===== src/rtl/mode_alu.sv =====
module mode_alu #(
  parameter int W = 4
) (
  input  logic [W-1:0] a,
  input  logic [W-1:0] b,
  input  logic [2:0]   fsel,
  input  logic         cy_in,
  output logic [W-1:0] y,
  output logic         cy_out,
  output logic         zf
);
  logic [W-1:0] addend;
  logic         c0;
  logic [W:0]   sum;
  logic [W-1:0] lres;

  always_comb begin
    unique case (fsel[1:0])
      2'b00:   begin addend = b;         c0 = cy_in; end
      2'b01:   begin addend = ~b;        c0 = 1'b1;  end
      2'b10:   begin addend = '0;        c0 = 1'b1;  end
      default: begin addend = {W{1'b1}}; c0 = 1'b0;  end
    endcase
  end

  assign sum = {1'b0, a} + {1'b0, addend} + {{W{1'b0}}, c0};

  always_comb begin
    unique case (fsel[1:0])
      2'b00:   lres = a | b;
      2'b01:   lres = a & b;
      2'b10:   lres = a ^ b;
      default: lres = ~a;
    endcase
  end

  assign y      = fsel[2] ? lres : sum[W-1:0];
  assign cy_out = ~fsel[2] & sum[W];
  assign zf     = ~|y;
endmodule


===== config.mk =====
export PLATFORM = sky130hd
export DESIGN_NAME = mode_alu
export DESIGN_NICKNAME = d
export VERILOG_FILES = /design/src/rtl/mode_alu.sv
export SDC_FILE = /design/constraint.sdc
export NUM_CORES = 1
export LEC_CHECK = 0
export BUFFER_PORTS_ARGS = -buffer_cell sky130_fd_sc_hd__buf_2
export CORE_MARGIN = 3
export CORE_UTILIZATION = 30
export DETAILED_ROUTE_END_ITERATION = 8
export SYNTH_ARGS = -nofsm -noshare
export SYNTH_HDL_FRONTEND = slang
export SYNTH_SLANG_ARGS = --single-unit

===== constraint.sdc =====
create_clock -name vclk -period 2.3
set_input_delay 0.23 -clock vclk [all_inputs]
set_output_delay 0.23 -clock vclk [all_outputs]
set_load 0.1 [all_outputs]

# --- Word level (Yosys, flattened, before mapping) ---
# Cells that the tools add are included.
totals:
  regBits: 0
  latchBits: 0
  ram_bits: 0
  romBits: 0
  out_inout_bits: 6
  word_cells: 19
  mem_count: 0
classes:
  addsub: 2
  mul: 0
  div_mod_pow: 0
  magnitude_cmp: 0
  eq_ne: 2
  n_shift: 0
  mux: 4
  n_bitwise: 7
  reduce_logical: 4
ops:
  columns: ["operator", "n"]
  rows:
  - ["4-bit one-hot mux with 3 select lines", 2]
  - ["4-bit inverter", 2]
  - ["4-bit by 4-bit adder with 5-bit output", 1]
  - ["5-bit by 1-bit adder with 5-bit output", 1]
  - ["4-bit bitwise AND", 1]
  - ["4-bit two-way mux", 1]
  - ["4-bit bitwise OR", 1]
  - ["4-bit OR reduction", 1]
  - ["4-bit XOR", 1]
  - ["2-bit by 1-bit == test with 1-bit output (second input constant)", 1]
  - ["2-bit == test (second input constant)", 1]
  - ["2-bit logical NOT", 1]
  - ["1-bit one-hot mux with 2 select lines", 1]
  - ["2-bit OR reduction", 1]
  - ["1-bit bitwise AND", 1]
  - ["1-bit logical NOT", 1]
  - ["1-bit inverter", 1]

# --- Longest topological paths before layout ---
depth:
  depth_word: 7
  mapped_depth: 11
  depth_no_buf: 10

# --- Least setup slack after synthesis ---
# Ideal clock, no wire load.
synth_timing:
  path_kind: "input to output"
  start: "input port fsel[0]"
  end: "output port zf"
  arrival_ps: 4060
  t_required_ps: 2070
  path_slack_ps: -1990
  cell_stages: 8
  n_path_buf: 1
  cell_sequence: "ha_1 > buf_2 > a211o_1 > fa_1 > inv_1 > fa_1 > o22ai_1 > nor4_2"
synth_between:
  elab_chain_cells: 7
synth_rtl:
  columns: ["item", "line_no", "rtl"]
  rows:
  - ["from (decl)", "6", "input logic [2:0] fsel,"]
  - ["2-bit == test (tied with other cells)", "18, 29", null]
  - ["4-bit one-hot mux with 3 select lines or 2-bit OR reduction (tied branches)", null, null]
  - ["4-bit by 4-bit adder with 5-bit output or 1-bit one-hot mux with 2 select lines (tied branches)", "26, 18", null]
  - ["5-bit by 1-bit adder with 5-bit output", "26", "assign sum = {1'b0, a} + {1'b0, addend} + {{W{1'b0}}, c0};"]
  - ["4-bit two-way mux (*)", "37", "assign y = fsel[2] ? lres : sum[W-1:0];"]
  - ["via y[1]", "8", "output logic [W-1:0] y,"]
  - ["4-bit OR reduction (*)", "39", "assign zf = ~|y;"]
  - ["1-bit logical NOT (*)", "39", null]
  - ["to (decl)", "10", "output logic zf"]
# The timed path passes the listed nets; every way through them passes the cells marked *.

# --- Worst setup path in the final report ---
layout_timing:
  start: "input port fsel[0]"
  end: "output port zf"
layout_between:
  elab_chain_cells: 7
layout_rtl:
  columns: ["item", "line_no"]
  rows:
  - ["2-bit == test (tied with other cells)", "18, 29"]
  - ["4-bit one-hot mux with 3 select lines or 2-bit OR reduction (tied branches)", null]
  - ["4-bit by 4-bit adder with 5-bit output or 1-bit one-hot mux with 2 select lines (tied branches)", "26, 18"]
  - ["5-bit by 1-bit adder with 5-bit output", "26"]
  - ["4-bit two-way mux (*)", "37"]
  - ["4-bit OR reduction (*)", "39"]
  - ["1-bit logical NOT (*)", "39"]
# Mark *: on every way between the ends. The rest lies on a longest branch, timed or not.

==> qor.txt <==
run status: complete, but fails checks
failing checks: negative setup slack
WP data required: 2.07 ns
Max Cap Viol: 0
CP max FO: 3
warnings from Yosys: 0
beginning of the critical path: fsel[0]
hold crit path type: primary input to output pin
Area Growth Syn to Fin: 94.48%
Setup Total Neg Slack: -0.6933 ns
first-pass GRT wire length: 2849 um
Unique masters post-synth: 26
Slew Limit Fails: 0
antenna-violating nets left: 0
RSZ-0062 raised after global routing: true
largest net degree at the start of global routing: 11
final setup fails: 4
CP Capture Point: zf
Routed wire per std cell: 12.83 um
CP endpoint kind: output pin
FF+latch area: 0 um^2
Switching Fraction: 56.51%
Int Pwr: 206.9 uW
Achievable Freq: 0.3969 GHz
Die H: 51.16 um
post-synthesis sequential area ratio: 0%
Net Count, Synth: 108
hpwl dp: 1444 um
Combinational Power Share: 100.0%
Final nets: 146
Worst slew margin: 75.58%
Worst Tran Pin Value: 0.3657 ns
Hold Vio Cnt, Final: 0
CP most frequent cell: fa_2
Setup WS pre-CTS: -0.3898 ns
Initial Util: 33.61%
worst path cell trace: buf_8 > ha_4 > nor2b_1 > a211o_1 > fa_2 > inv_2 > fa_2 > o22ai_4 > nor4_4 > buf_12
Leak Pwr: 0.0005752 uW
num ports: 18
seq_cells: 0
Setup WS post-layout: -0.2192 ns
layout cells sized above 1: 58.77%
WP data arrival: 2.29 ns
# diodes: 0
DRT iter0 DRCs: 6
Die W: 51.16 um
Cell Pwr Density: 399.8 nW/um^2
Synth Cell Area: 611.8 um^2
vias per std cell: 4.906
Die Footprint: 2617 um^2
Post-Syn Instances: 78
initial antenna violation count: 0
CP Class: primary input to output pin
CP max-delay cell: fa_2
Peak VDD IR: 0.2817 mV
Remaining Overflow, GRT: 0
vias in the first global route: 658
crit path launch type: primary input
drt drc: 0
clock power share: 0%
Vias: 682
period utilization: 109.5%
final period demand of the worst path: 2.519 ns
GR Util All Layers: 13.50%
placer's final routability congestion estimate: 0.8551
port buffer count: 18
Mean Syn Cell Area: 7.844 um^2
clock buffers: 0
WHS: 0.9752 ns
Reg power frac: 0%
Total Power: 475.7 uW
row count: 15
DRT Pass-1 Iters: 4
WL final: 1783 um
Core Area: 1821 um^2
CP peak stage delay: 0.46 ns
switching power: 268.8 uW
==> layout by cell type (no fill, tap or decap), drive strengths merged <==
cell type / netlist / layout
a211o: 4 / 4
o2bb2ai: 1 / 1
nand2b: 1 / 1
o21ai: 2 / 2
o22ai: 1 / 1
nand3: 1 / 1
o311ai: 1 / 1
fa: 2 / 2
buf: 3 / 39
nand2: 7 / 7
nor4: 1 / 1
a32o: 1 / 1
a21o: 2 / 2
a22o: 1 / 1
xor2: 1 / 1
and3: 1 / 1
a21oi: 4 / 4
nor2b: 7 / 7
inv: 16 / 16
a221oi: 3 / 3
nor2: 2 / 2
ha: 16 / 16
==> synth_stat cells <==
cell	number	area [um^2]
nand3_1	1	5.000
o21ai_2	1	8.760
o311ai_2	1	16.27
nand2_1	7	26.28
nor4_2	1	12.51
a221oi_1	2	17.52
and3_1	1	6.260
nor2b_1	6	37.54
o22ai_1	1	6.260
nor2_1	2	7.510
a211o_1	4	35.03
fa_1	2	40.04
a22o_1	1	8.760
nor2b_4	1	13.76
a32o_1	1	10.01
ha_1	16	200.2
xor2_1	1	8.760
buf_6	1	11.26
a221oi_2	1	15.01
inv_1	16	60.06
a21oi_1	4	20.02
nand2b_1	1	6.260
o2bb2ai_1	1	8.760
a21o_1	2	15.01
buf_2	2	10.01
o21ai_1	1	5.000
==> repair_timing <==
action	CTS	global route
setup buffers	2	3
gates resized for setup	14	15
hold buffers	0	0
endpoints found under the setup margin	6	5
pin swaps	10	11
==> power by group through the flow <==
| stage | Sequential (uW) | Combinational (uW) | Clock (uW) |
|---|---|---|---|
| floorplan | 0 | 271 | 0 |
| global placement | 0 | 413 | 0 |
| detailed placement | 0 | 422 | 0 |
| CTS | 0 | 451 | 0 |
| global route | 0 | 506 | 0 |
| finish | 0 | 476 | 0 |
==> cells by family after synthesis <==
group                      after synthesis  synth area share, %
adders and majority gates               18                39.26
and+or+nand+nor                         20                18.82
xor gates and xnor gates                 1                1.432
buffers and inverters                   19                13.29
AOI/OAI and AO/OA                       20                27.20
==> metal layers <==
layer,GRT usage (%),up-vias,wire length [um]
li1,-,339,-
met1,17.69,330,759
met2,25.97,11,946
met3,0,2,53
met4,0,0,23
met5,0,-,0
==> worst max-delay path: cells and delay by family <==
kind,cells,cell delay (ns)
adder cells (fa/ha/maj),3,0.99
AO/OA/AOI/OAI,2,0.51
buffers and inverters,3,0.36
AND/OR/NAND/NOR,2,0.20
==> how the worst min path moves through the flow <==
stage | cells after the start | endpoint | startpoint | slack (ns)
floorplan | 3 | y[2] | a[2] | 0.81
detailed placement | 5 | y[1] | a[1] | 1.0
global route | 3 | cy_out | fsel[2] | 1.00
global placement | 5 | y[1] | a[1] | 0.99
CTS | 3 | cy_out | fsel[2] | 0.97
finish | 3 | cy_out | fsel[2] | 0.98
==> stage by stage <==
stage               utilization (%)  std cells  cell area, um^2
floorplan                         -         78            728.2
global placement              56.29        135             1025
detailed placement            56.29        135             1025
CTS                           61.03        137             1111
global route                  65.36        139             1190
finish                        65.36        139             1190
==> layout make-up <==
cell class	count	area, um^2
inverters	16	80.08
multi-input cells	59	704.4
well taps	25	31.28
repair buffers	39	374.1
fillers	150	630.6
Note: power is estimated with default switching activity, not from simulation.
